`src/rtl/nco_dq_pkg.sv`:
```
// Package: shared constants and the elaboration-time waveform function for
// the dithered quadrature oscillator.
// Assumes: address width of at least 3 and amplitude width of at most 24.
package nco_dq_pkg;

    localparam int          LFSR_W      = 32;
    localparam logic [31:0] LFSR_POLY_A = 32'hB4BC_D35C;
    localparam logic [31:0] LFSR_POLY_B = 32'hD000_0001;
    localparam logic [31:0] LFSR_SEED_A = 32'h1ACE_B00C;
    localparam logic [31:0] LFSR_SEED_B = 32'h5EED_0F0F;

    // pi/2 scaled by 2^30
    localparam longint HALF_PI_Q30 = 64'sd1686629713;

    // Rounded sine sample for table index idx, using only integer arithmetic.
    // A Taylor series is evaluated on the first quarter; the other quarters
    // are mirrored so that both symmetries hold exactly.
    function automatic int sine_sample(int idx, int addr_w, int amp_w);
        int     full;
        int     quarter;
        int     pos;
        int     p;
        bit     neg;
        longint x;
        longint x2;
        longint term;
        longint acc;
        longint amp;
        longint v;
        full    = 1 << addr_w;
        quarter = full >> 2;
        pos     = idx & (full - 1);
        neg     = (pos >= 2 * quarter);
        p       = pos % (2 * quarter);
        if (p > quarter) p = 2 * quarter - p;
        x    = (longint'(p) * HALF_PI_Q30) >>> (addr_w - 2);
        x2   = (x * x) >>> 30;
        term = x;
        acc  = x;
        for (int k = 1; k <= 5; k++) begin
            term = -((term * x2) >>> 30) / longint'((2 * k) * (2 * k + 1));
            acc  = acc + term;
        end
        amp = (64'sd1 <<< (amp_w - 1)) - 64'sd1;
        v   = (acc * amp + (64'sd1 <<< 29)) >>> 30;
        if (v > amp) v = amp;
        if (v < 0)   v = 0;
        return neg ? -int'(v) : int'(v);
    endfunction

endpackage

```
`src/rtl/nco_lfsr.sv`:
```
// Module: right-shifting Galois LFSR that is used as a uniform random source.
// Assumes: POLY has its top bit set and SEED is non-zero, so the state never
// reaches zero.
module nco_lfsr #(
    parameter int          W    = 32,
    parameter logic [W-1:0] POLY = '1,
    parameter logic [W-1:0] SEED = 1
) (
    input  logic         clk,
    input  logic         rst_n,
    output logic [W-1:0] state
);

    // Advance the register by one step on every clock.
    always_ff @(posedge clk) begin
        if (!rst_n) begin
            state <= SEED;
        end else if (state[0]) begin
            state <= (state >> 1) ^ POLY;
        end else begin
            state <= state >> 1;
        end
    end

endmodule

```
`src/rtl/nco_dither_trunc.sv`:
```
// Module: combinational truncation from IN_W to OUT_W bits, with an optional
// triangular dither of (IN_W-OUT_W+1) bits added first.
// The dither is ua+ub, each uniform over DROP bits, shifted down by
// 2^(DROP-1)-1. This centres it on half an output LSB, so the floor acts as
// rounding. When en is low the value is truncated plainly.
// Assumes: IN_W > OUT_W; ua and ub are independent.
module nco_dither_trunc #(
    parameter int IN_W  = 16,
    parameter int OUT_W = 12
) (
    input  logic [IN_W-1:0]       value,
    input  logic [IN_W-OUT_W-1:0] ua,
    input  logic [IN_W-OUT_W-1:0] ub,
    input  logic                  en,
    output logic [OUT_W-1:0]      result
);

    localparam int DROP   = IN_W - OUT_W;
    localparam int OFFSET = (1 << (DROP - 1)) - 1;

    logic [DROP:0]     tri_d;
    logic [IN_W-1:0]   shifted;

    // Form the triangular dither as the sum of two uniform values.
    always_comb begin
        tri_d = en ? ({1'b0, ua} + {1'b0, ub}) : '0;
    end

    // Add the centred dither and keep the upper OUT_W bits.
    always_comb begin
        shifted = value + IN_W'(tri_d) - (en ? IN_W'(OFFSET) : '0);
        result  = OUT_W'(shifted >> DROP);
    end

endmodule

```
`src/rtl/nco_quad_rom.sv`:
```
// Module: full-cycle waveform table with a registered quadrature read.
// The sine is read at addr and the cosine at addr plus a quarter cycle, both
// from the same table. Latency is one clock.
// Assumes: the table holds 2^ADDR_W entries and is built at elaboration.
module nco_quad_rom #(
    parameter int ADDR_W = 8,
    parameter int AMP_W  = 10
) (
    input  logic                     clk,
    input  logic                     rst_n,
    input  logic [ADDR_W-1:0]        addr,
    output logic signed [AMP_W-1:0]  sin_q,
    output logic signed [AMP_W-1:0]  cos_q
);

    localparam int DEPTH   = 1 << ADDR_W;
    localparam int QUARTER = DEPTH >> 2;

    logic signed [AMP_W-1:0] wave [DEPTH];
    logic [ADDR_W-1:0]       cos_addr;

    for (genvar i = 0; i < DEPTH; i++) begin : g_wave
        assign wave[i] = AMP_W'(nco_dq_pkg::sine_sample(i, ADDR_W, AMP_W));
    end

    // Cosine address: a quarter cycle ahead, wrapping at the table size.
    always_comb begin
        cos_addr = addr + ADDR_W'(QUARTER);
    end

    // Registered read of both quadrature samples.
    always_ff @(posedge clk) begin
        if (!rst_n) begin
            sin_q <= '0;
            cos_q <= '0;
        end else begin
            sin_q <= wave[addr];
            cos_q <= wave[cos_addr];
        end
    end

endmodule

```
`src/rtl/nco_dither_quad.sv`:
```
// Module: top of the dithered quadrature oscillator.
// Pipeline:
//   freq_word -> dithered truncation -> pir_q
//   acc_q     += pir_q
//   acc_q     -> dithered truncation -> table address -> registered sin/cos
// Assumes: FREQ_W > PIR_W > ADDR_W >= 3,
//          (FREQ_W-PIR_W)+(PIR_W-ADDR_W) < 32,
//          synchronous active-low reset.
module nco_dither_quad #(
    parameter int FREQ_W = 16,
    parameter int PIR_W  = 12,
    parameter int ADDR_W = 8,
    parameter int AMP_W  = 10
) (
    input  logic                    clk,
    input  logic                    rst_n,
    input  logic [FREQ_W-1:0]       freq_word,
    input  logic                    dither_en,
    output logic signed [AMP_W-1:0] sin_out,
    output logic signed [AMP_W-1:0] cos_out,
    output logic [PIR_W-1:0]        pir_out,
    output logic [PIR_W-1:0]        acc_out
);

    localparam int DROP_F = FREQ_W - PIR_W;
    localparam int DROP_P = PIR_W - ADDR_W;
    localparam int SPLIT  = DROP_F + DROP_P;

    logic [nco_dq_pkg::LFSR_W-1:0] rnd_a;
    logic [nco_dq_pkg::LFSR_W-1:0] rnd_b;
    logic [PIR_W-1:0]              pir_next;
    logic [PIR_W-1:0]              pir_q;
    logic [PIR_W-1:0]              acc_q;
    logic [ADDR_W-1:0]             lut_addr;
    logic                          unused_rnd_bits;

    nco_lfsr #(
        .W    (nco_dq_pkg::LFSR_W),
        .POLY (nco_dq_pkg::LFSR_POLY_A),
        .SEED (nco_dq_pkg::LFSR_SEED_A)
    ) u_rnd_a (
        .clk   (clk),
        .rst_n (rst_n),
        .state (rnd_a)
    );

    nco_lfsr #(
        .W    (nco_dq_pkg::LFSR_W),
        .POLY (nco_dq_pkg::LFSR_POLY_B),
        .SEED (nco_dq_pkg::LFSR_SEED_B)
    ) u_rnd_b (
        .clk   (clk),
        .rst_n (rst_n),
        .state (rnd_b)
    );

    // Only the low SPLIT bits of each LFSR feed the dither.
    assign unused_rnd_bits = ^{rnd_a[nco_dq_pkg::LFSR_W-1:SPLIT],
                               rnd_b[nco_dq_pkg::LFSR_W-1:SPLIT]};

    nco_dither_trunc #(
        .IN_W  (FREQ_W),
        .OUT_W (PIR_W)
    ) u_freq_trunc (
        .value  (freq_word),
        .ua     (rnd_a[DROP_F-1:0]),
        .ub     (rnd_b[DROP_F-1:0]),
        .en     (dither_en),
        .result (pir_next)
    );

    nco_dither_trunc #(
        .IN_W  (PIR_W),
        .OUT_W (ADDR_W)
    ) u_phase_trunc (
        .value  (acc_q),
        .ua     (rnd_a[SPLIT-1:DROP_F]),
        .ub     (rnd_b[SPLIT-1:DROP_F]),
        .en     (dither_en),
        .result (lut_addr)
    );

    // Register the increment and advance the phase accumulator.
    always_ff @(posedge clk) begin
        if (!rst_n) begin
            pir_q <= '0;
            acc_q <= '0;
        end else begin
            pir_q <= pir_next;
            acc_q <= acc_q + pir_q;
        end
    end

    nco_quad_rom #(
        .ADDR_W (ADDR_W),
        .AMP_W  (AMP_W)
    ) u_rom (
        .clk   (clk),
        .rst_n (rst_n),
        .addr  (lut_addr),
        .sin_q (sin_out),
        .cos_q (cos_out)
    );

    assign pir_out = pir_q;
    assign acc_out = acc_q;

endmodule

```
`config.mk`:
```
export PLATFORM = sky130hd
export DESIGN_NAME = nco_dither_quad
export DESIGN_NICKNAME = d
export VERILOG_FILES = /design/src/rtl/nco_dq_pkg.sv /design/src/rtl/nco_lfsr.sv /design/src/rtl/nco_dither_trunc.sv /design/src/rtl/nco_quad_rom.sv /design/src/rtl/nco_dither_quad.sv
export SDC_FILE = /design/constraint.sdc
export NUM_CORES = 1
export LEC_CHECK = 0
export BUFFER_PORTS_ARGS = -buffer_cell sky130_fd_sc_hd__buf_4
export CORE_ASPECT_RATIO = 1.1
export CORE_MARGIN = 2
export CORE_UTILIZATION = 60
export CTS_CLUSTER_SIZE = 25
export DETAILED_ROUTE_END_ITERATION = 10
export PLACE_DENSITY_LB_ADDON = 0.15
export SLEW_MARGIN = 20
export SYNTH_ARGS = -nofsm -noshare
export SYNTH_HDL_FRONTEND = slang
export SYNTH_SLANG_ARGS = --single-unit
```
`constraint.sdc`:
```
create_clock -name clk -period 6.85 [get_ports clk]
set_input_delay 1.0275 -clock clk [delete_from_list [all_inputs] [get_ports clk]]
set_output_delay 1.0275 -clock clk [all_outputs]
set_load 0.005 [all_outputs]
```
==> results of run 1 <==
-- state kept, by name (all words and copies together) (netlist names) --
signal	count
u_rom.sin_q	10
pir_out	12
u_rom.cos_q	10
u_rnd_b.state	32
u_rnd_a.state	32
acc_out	12
-- stage by stage --
step                std cells  cell area [um2]  setup WS (ns)  utilization (%)  hold slack [ns]
floorplan                 994             8028          1.658                -           0.3863
global placement         1155             8449          1.425            64.22           0.3903
detailed placement       1155             8449          1.347            64.22           0.3909
CTS                      1171             8763          1.521            66.60           0.4106
global route             1171             8763          1.063            66.60           0.4237
finish                   1171             8763          1.362            66.60           0.4086
-- area by class of cell --
| class | instances | area (um2) |
|---|---|---|
| multi-input cells | 746 | 5268 |
| fillers | 1141 | 4394 |
| flip-flops and latches | 108 | 2162 |
| repair buffers | 78 | 585.6 |
| inverters | 62 | 232.7 |
| clock buffers | 9 | 225.2 |
| well taps | 161 | 201.4 |
| clock inverters | 7 | 88.84 |
-- synthesized netlist by cell type, types with 7 or more instances --
library cell / number
dfxtp_1: 108
nand2_1: 76
ha_1: 61
o21ai_0: 60
inv_1: 59
nor2_1: 58
and2_1: 56
a21oi_1: 55
clkbuf_1: 40
nand2b_1: 33
xnor2_1: 26
buf_2: 25
nand3_1: 25
xor2_1: 19
nor3_1: 18
o22ai_1: 18
a211oi_1: 13
a21o_1: 11
a31oi_1: 11
o211ai_1: 11
and3_1: 10
o32ai_1: 10
o221ai_1: 9
a221oi_1: 8
mux2i_1: 8
o21ai_1: 8
fa_1: 7
nor2b_1: 7
o21a_1: 7
-- layer usage --
layer	global-route usage, %	part of all wire [%]	wire length [um]	vias to the layer above
met4	20.73	7.2	1619	0
met5	0	0	0	-
met3	7.368	10	2283	122
met2	48.56	44	9927	466
li1	-	-	-	3580
met1	39.56	38	8643	3540
-- kinds of logic after synthesis --
| group | after synthesis |
|---|---|
| flip-flops | 108 |
| buffers and inverters | 140 |
| AND/OR/NAND/NOR | 316 |
| adder cells (fa/ha/maj) | 69 |
| XOR/XNOR | 50 |
| AO/OA/AOI/OAI | 298 |
| multiplexers | 13 |
-- path summary, 6_finish.rpt --
check | slack, ns | start | endpoint
hold / removal | 0.41 | u_rnd_b.state[22] | u_rnd_b.state[21]
hold reg to reg | 0.41 | u_rnd_b.state[22] | u_rnd_b.state[21]
setup reg to reg | 1.36 | u_rnd_a.state[4] | u_rom.cos_q[3]
setup / recovery | 1.36 | u_rnd_a.state[4] | u_rom.cos_q[3]
-- worst max-delay path: cells and delay by family, from the launching register on --
kind	cells	cell delay, ns
DFF	1	0.34
xor gates and xnor gates	2	0.32
AOI/OAI and AO/OA	5	1.03
muxes	2	0.46
adders and majority gates	5	1.93
buffers and inverters	2	0.65
and+or+nand+nor	4	0.64
==> results.py, run 1 <==
metrics = {
    "yosys": {
        "yosys.area_share.simple_pct": 20.34,
        "yosysWarnings": 0,
        "synth_compound_area_share_pct": 25.81,
        "ys_seq_area_share_pct": 26.93,
        "synth-async-reset-ratio_pct": 0,
        "synth_top_area_share_pct": 26.93,
        "synth_flop_cell": "dfxtp_1",
        "synthMuxAreaShare_pct": 1.886,
        "synth_cell_types": 89,
        "synth_area_per_cell_um2": 8.076,
        "synth_top_family_by_area": "compound AO/OA/AOI/OAI gates",
        "yosysTopAreaCell": "dfxtp_1",
        "synth_area_leaders": "dfxtp_1 (27%), ha_1 (9.5%), and2_1 (4.4%)",
        "synth.cell_area_mm2": 0.008028,
        "syn_nets": 1081,
        "synth_adder_area_share_pct": 11.38,
        "synthXorXnorAreaFrac_pct": 6.063,
        "synth_enable_flop_cells": 0,
        "synthCells": 994,
        "ys_ff_latch": 108,
    },
    "timing": {
        "finalSetupViolCount": 0,
        "rsz0062_at_grt": "no",
        "worstMarginPinSlew_ns": 1.023,
        "period_share_pct": 80.12,
        "max_freq_mhz": 182.2,
        "drv_slew": 0,
        "maxSlewHeadroom_pct": 31.77,
        "hold_viol_final": 0,
        "min_period_ns": 5.488,
        "clock_skew_ns": 0.01093,
        "fin_tns_setup_ns": 0,
    },
    "detailed_routing": {
        "ant_nets": 0,
        "drtIter0Drc": 920,
        "dr_total_vias": 7708,
        "wl_per_cell_um": 19.19,
        "wl_um": 22470,
        "drc_errors": 0,
        "drtPass1Iterations": 6,
        "via_per_inst": 6.582,
    },
    "global_route": {
        "gr-usage-all-layers_pct": 31.65,
        "grt_pass1_vias": 7178,
        "antenna_found_initial": 0,
        "grt_overflow_total": 0,
        "grt_max_degree": 102,
        "grt_pass1_wl_um": 36270,
    },
    "clocking": {
        "cts.clk_slew.worst_paths_ns": 0.08,
        "numClockSinks": 108,
        "clock_latency_ns": 0.37,
        "cts_buffers": 9,
        "clk_path_buf_depth": 2,
        "hold_buffers": 0,
        "cts_tree": "yes",
        "htreeDepth": 3,
        "cts_setup_buffers": 0,
        "cts_root_buffer": "clkbuf_16",
        "ctsResizeCount": 0,
    },
    "setup_path": {
        "cp-start-kind": "register",
        "reg2reg_depth": 20,
        "critPathSlowestCell": "ha_1",
        "crit_fanout": 15,
        "end_kind": "register",
        "worstPathArrival_ns": 5.74,
        "cp.required_ns": 7.10,
        "path_cells": "ha_1 > fa_1 > xnor2_1 > nor2_1 > fa_1 > ha_1 > a21o_1 > a21oi_1 > nand2_1 > xnor2_2 > buf_4 > clkinv_1 > ha_1 > nor2_1 > mux2_4 > mux4_2 > nand2_1 > o311ai_1 > o21ai_1 > a221o_1",
        "path_class": "register to register",
        "path_common_cell": "ha_1",
        "max_stage_delay_ns": 0.55,
    },
    "place": {
        "hpwl_um": 15820,
        "gp_congestion": 1.038,
        "port_buffers": 62,
    },
    "die": {
        "die_x_um": 114.3,
        "rows": 44,
        "die_h_um": 125.3,
        "core_mm2": 0.01316,
        "ios": 63,
        "die-area_mm2": 0.01432,
        "initial_core_util_pct": 61.01,
    },
    "final_layout": {
        "layout.cells.most_common_list": "dfxtp_1 (108), buf_4 (78), nand2_1 (76)",
        "area_growth_pct": 9.165,
        "diodes": 0,
        "final_layout_size_suffix_gt1_share_pct": 12.57,
        "layout_commonest_cell": "dfxtp_1",
        "final_nets": 1092,
    },
    "status": {
        "outcome": "finished, final reports clean",
    },
    "flow_run": {
        "cap_violations": 0,
    },
    "min_path": {
        "hp-class": "register to register",
        "hold_depth": 1,
    },
}
Power of run 1 is left out: the tool's default activity adds up to more than one toggle a clock period on the data nets, which glitch-free logic cannot reach.
==> run 2, diff against run 1 <==
==> constraint.sdc (replaced) <==
create_clock -name clk -period 5.24 [get_ports clk]
set_input_delay 0.786 -clock clk [delete_from_list [all_inputs] [get_ports clk]]
set_output_delay 0.786 -clock clk [all_outputs]
set_load 0.005 [all_outputs]
==> run 2 against run 1 <==
Wire length is 3.9% higher; non-clock buffer count increased by 26; worst hold slack improved by 0.00086 ns; register-to-register slack got worse by 1.3 ns; cell area grew 2.9%; clock skew increased by 0.0017 ns; via count grew 0.22%; largest cell class unchanged; cell count grew 2.2%.
==> results.py, run 2 (synthesized netlist as in run 1, its figures left out) <==
metrics = {
    "clocking": {
        "hold_buffers": 0,
        "numClockSinks": 108,
        "cts_root_buffer": "clkbuf_16",
        "cts_buffers": 9,
        "clk_path_buf_depth": 2,
        "clock_latency_ns": 0.37,
        "cts_tree": "yes",
        "htreeDepth": 3,
        "cts.clk_slew.worst_paths_ns": 0.08,
    },
    "die": {
        "die-area_mm2": 0.01432,
        "initial_core_util_pct": 61.01,
        "ios": 63,
        "die_h_um": 125.3,
        "core_mm2": 0.01316,
        "die_x_um": 114.3,
        "rows": 44,
    },
    "setup_path": {
        "cp-start-kind": "register",
        "reg2reg_depth": 17,
        "end_kind": "register",
        "worstPathArrival_ns": 5.43,
        "cp.required_ns": 5.48,
        "path_class": "register to register",
        "crit_fanout": 15,
    },
    "global_route": {
        "gr-usage-all-layers_pct": 33.13,
        "grt_pass1_vias": 7497,
        "antenna_found_initial": 0,
        "grt_max_degree": 102,
        "grt_overflow_total": 0,
        "grt_pass1_wl_um": 37750,
    },
    "timing": {
        "drv_slew": 0,
        "finalSetupViolCount": 0,
        "worstMarginPinSlew_ns": 0.8155,
        "fin_tns_setup_ns": 0,
        "maxSlewHeadroom_pct": 45.64,
        "max_freq_mhz": 192.6,
        "hold_viol_final": 0,
        "clock_skew_ns": 0.01260,
        "period_share_pct": 99.08,
        "min_period_ns": 5.192,
    },
    "place": {
        "gp_congestion": 1.064,
        "hpwl_um": 16620,
        "port_buffers": 62,
    },
    "min_path": {
        "hp-class": "register to register",
        "hold_depth": 1,
    },
    "detailed_routing": {
        "via_per_inst": 6.454,
        "dr_total_vias": 7725,
        "drtPass1Iterations": 7,
        "wl_per_cell_um": 19.51,
        "wl_um": 23360,
        "drtIter0Drc": 858,
        "drc_errors": 0,
        "ant_nets": 0,
    },
    "status": {
        "outcome": "finished, final reports clean",
    },
    "final_layout": {
        "nFillCells": 1124,
        "area_growth_pct": 12.30,
        "regArea_mm2": 0.002162,
        "top_regs": "u_rnd_a.state (32), u_rnd_b.state (32)",
        "diodes": 0,
        "final_nets": 1118,
        "layout.cells.most_common_list": "dfxtp_1 (108), buf_4 (99), nand2_1 (76)",
        "multi_input_area_mm2": 0.005275,
        "layout_commonest_cell": "dfxtp_1",
        "final_layout_size_suffix_gt1_share_pct": 14.96,
    },
    "flow_run": {
        "cap_violations": 0,
    },
}
==> run 2: final timing paths <==
| check | start | to | slack, ns |
|---|---|---|---|
| min reg2reg | u_rnd_b.state[26] | u_rnd_b.state[25] | 0.41 |
| max | u_rnd_a.state[4] | u_rom.sin_q[1] | 0.05 |
| max reg2reg | u_rnd_a.state[4] | u_rom.sin_q[1] | 0.05 |
| min | u_rnd_b.state[26] | u_rnd_b.state[25] | 0.41 |
==> run 2: worst max-delay path: stages, from the launching register on <==
cell and delay [ns]:
dfxtp_1 0.33, ha_1 0.22, fa_1 0.47, and2_1 0.13, fa_1 0.42, ha_1 0.30, and4b_4 0.23, o211a_1 0.24
or3_1 0.36, nand2_2 0.21, ha_2 0.37, buf_4 0.23, inv_1 0.32, o21ai_0 0.15, a311oi_1 0.44, o21ai_0 0.34
nand4_1 0.18, o221ai_1 0.11
==> run 2: cell type report <==
class	instances	area share, %
clock buffers	9	2.498
clock inverters	7	0.8328
inverters	62	2.582
multi-input cells	746	58.51
flip-flops and latches	108	23.98
well taps	161	2.235
repair buffers	104	9.355
==> run 2: layer usage <==
layer,track usage (%),part of all wire (%)
met1,41.37,39
met2,51.23,44
met3,7.707,9.5
met4,21.02,6.9
met5,0,0
==> run 2: stage by stage <==
stage / std cells / util, % / hold WS (ns) / cell area (um2) / worst slack (ns)
finish: 1197 / 68.51 / 0.4095 / 9015 / 0.04822
global route: 1197 / 68.51 / 0.4254 / 9015 / -0.004029
CTS: 1197 / 68.46 / 0.4126 / 9007 / 0.2457
detailed placement: 1181 / 66.18 / 0.3936 / 8707 / 0.2559
global placement: 1181 / 66.18 / 0.3883 / 8707 / 0.2215
floorplan: 994 / - / 0.3863 / 8028 / 0.2898
==> run 2: what timing repair did <==
action | in CTS | in global routing
buffers inserted | 0 | 0
gates resized for setup | 0 | 2
endpoints found under the setup margin | 0 | 4
Power of run 2 is left out for the same reason.
==> run 3, diff against run 2 <==
--- a/config.mk
+++ b/config.mk
@@ -6,12 +6,15 @@
 export NUM_CORES = 1
 export LEC_CHECK = 0
 export BUFFER_PORTS_ARGS = -buffer_cell sky130_fd_sc_hd__buf_4
+export CELL_PAD_IN_SITES_DETAIL_PLACEMENT = 0
+export CELL_PAD_IN_SITES_GLOBAL_PLACEMENT = 1
 export CORE_ASPECT_RATIO = 1.1
 export CORE_MARGIN = 2
-export CORE_UTILIZATION = 60
+export CORE_UTILIZATION = 42
 export CTS_CLUSTER_SIZE = 25
 export DETAILED_ROUTE_END_ITERATION = 10
 export PLACE_DENSITY_LB_ADDON = 0.15
+export REMOVE_ABC_BUFFERS = 1
 export SLEW_MARGIN = 20
 export SYNTH_ARGS = -nofsm -noshare
 export SYNTH_HDL_FRONTEND = slang
==> constraint.sdc (replaced) <==
create_clock -name clk -period 4.7 [get_ports clk]
set_input_delay 0.705 -clock clk [delete_from_list [all_inputs] [get_ports clk]]
set_output_delay 0.705 -clock clk [all_outputs]
set_load 0.005 [all_outputs]
==> run 3 against run 2 <==
First-iteration DRC count decreased by 20%; sequential share of layout area decreased by 1.7 points; clock skew decreased by 0.0075 ns; core utilization decreased by 17 points; cell area increased by 7.8%; non-clock buffer count increased by 55; worst hold slack got worse by 0.0025 ns; sequential cell count unchanged.
==> results.py, run 3 (synthesized netlist as in run 1, its figures left out) <==
metrics = {
    "die": {
        "die_x_um": 135.8,
        "die_h_um": 149,
        "rows": 53,
        "core_mm2": 0.01890,
        "ios": 63,
        "initial_core_util_pct": 42.48,
        "die-area_mm2": 0.02024,
    },
    "timing": {
        "max_freq_mhz": 220.0,
        "setup_ws_ns": 0.1544,
        "hold_viol_final": 0,
        "rsz0062_at_grt": "yes",
        "min_period_ns": 4.546,
        "whs_ns": 0.4070,
        "maxSlewHeadroom_pct": 37.83,
        "period_share_pct": 96.71,
        "clock_skew_ns": 0.005095,
        "worstMarginPinSlew_ns": 0.9279,
        "finalSetupViolCount": 0,
        "drv_slew": 0,
    },
    "final_layout": {
        "area_growth_pct": 21.10,
        "top_regs": "u_rnd_a.state (32), u_rnd_b.state (32)",
        "final_nets": 1174,
        "final_util_pct": 51.44,
        "design_area_mm2": 0.009722,
        "layout_commonest_cell": "buf_4",
        "regArea_mm2": 0.002163,
        "nFillCells": 1896,
        "final_layout_size_suffix_gt1_share_pct": 21.79,
        "diodes": 0,
        "layout.cells.most_common_list": "buf_4 (153), dfxtp_1 (107), nand2_1 (75)",
        "multi_input_area_mm2": 0.005429,
    },
    "global_route": {
        "use_met1_pct": 33.21,
        "antenna_found_initial": 0,
        "use_met2_pct": 39.39,
        "grt-busiest-layer": "met2",
        "grt.met3_usage_pct": 4.451,
        "grt_max_degree": 102,
        "grt_overflow_total": 0,
        "grt_pass1_wl_um": 40080,
        "grt_pass1_vias": 7511,
        "gr-usage-all-layers_pct": 25.33,
    },
    "setup_path": {
        "cp.required_ns": 4.95,
        "path_class": "register to register",
        "crit_fanout": 38,
        "worstPathArrival_ns": 4.79,
        "cp-start-kind": "register",
        "end_kind": "register",
    },
    "clocking": {
        "clk_path_buf_depth": 2,
        "htreeDepth": 3,
        "cts_tree": "yes",
        "cts_setup_buffers": 0,
        "cts_root_buffer": "clkbuf_16",
        "cts.clk_slew.worst_paths_ns": 0.08,
        "cts_buffers": 9,
        "clock_latency_ns": 0.36,
        "hold_buffers": 0,
        "numClockSinks": 108,
    },
    "detailed_routing": {
        "via_per_inst": 5.830,
        "wl_per_cell_um": 19.10,
        "wl_um": 25570,
        "drc_errors": 0,
        "dr_total_vias": 7806,
        "drtIter0Drc": 686,
        "drtPass1Iterations": 5,
        "ant_nets": 0,
    },
    "place": {
        "gp_congestion": 0.9794,
        "dp_slack_ns": -0.07563,
        "place_area_mm2": 0.009228,
        "port_buffers": 62,
        "hpwl_um": 18970,
    },
    "status": {
        "outcome": "finished, final reports clean",
    },
    "flow_run": {
        "cap_violations": 0,
    },
    "min_path": {
        "hp-class": "register to register",
    },
}
[run 3: path summary, 6_finish.rpt]
check                         start                 to  slack, ns  cells after the start
hold / removal    u_rnd_b.state[23]  u_rnd_b.state[22]       0.41                      1
hold reg to reg   u_rnd_b.state[23]  u_rnd_b.state[22]       0.41                      1
setup / recovery   u_rnd_a.state[4]     u_rom.sin_q[3]       0.15                     17
setup reg to reg   u_rnd_a.state[4]     u_rom.sin_q[3]       0.15                     17
[run 3: what timing repair did]
item	in CTS	in global routing
gates cloned	0	1
pin swaps	0	6
hold endpoints to repair	0	0
endpoints found under the setup margin	2	16
gates resized for setup	1	38
[run 3: per-stage QoR]
step	cells	setup TNS (ns)
floorplan	916	-8.301
global placement	1322	-0.1163
detailed placement	1322	-0.1493
CTS	1338	0
global route	1339	-0.2803
finish	1339	0
[run 3: cell type report]
type                       instances  share of cell area [%]
clock buffer                       9                   2.317
clock inverter                     7                   1.055
inverter                          62                   2.394
multi-input combinational        747                   55.84
sequential                       108                   22.25
tap                              247                   3.179
timing repair buffer             159                   12.96
[run 3: routing by layer]
layer | part of all wire, % | wire [um] | up-vias
met5 | 0 | 0 | -
met4 | 5.2 | 1321 | 0
met3 | 6.5 | 1661 | 72
met2 | 45 | 11440 | 321
met1 | 44 | 11140 | 3671
li1 | - | - | 3742
[run 3: worst max-delay path: stages, from the launching register on]
cell and delay, ns:
dfxtp_1 0.33, ha_1 0.23, fa_1 0.47, and2_1 0.13
fa_1 0.41, ha_1 0.30, and4b_4 0.22, o211ai_4 0.25
a21oi_4 0.10, o211a_4 0.28, buf_12 0.18, ha_1 0.21
buf_4 0.20, nor3_1 0.18, nor4_1 0.08, o311ai_1 0.34
o21ai_2 0.15, a221o_1 0.36
Power of run 3 is left out for the same reason.
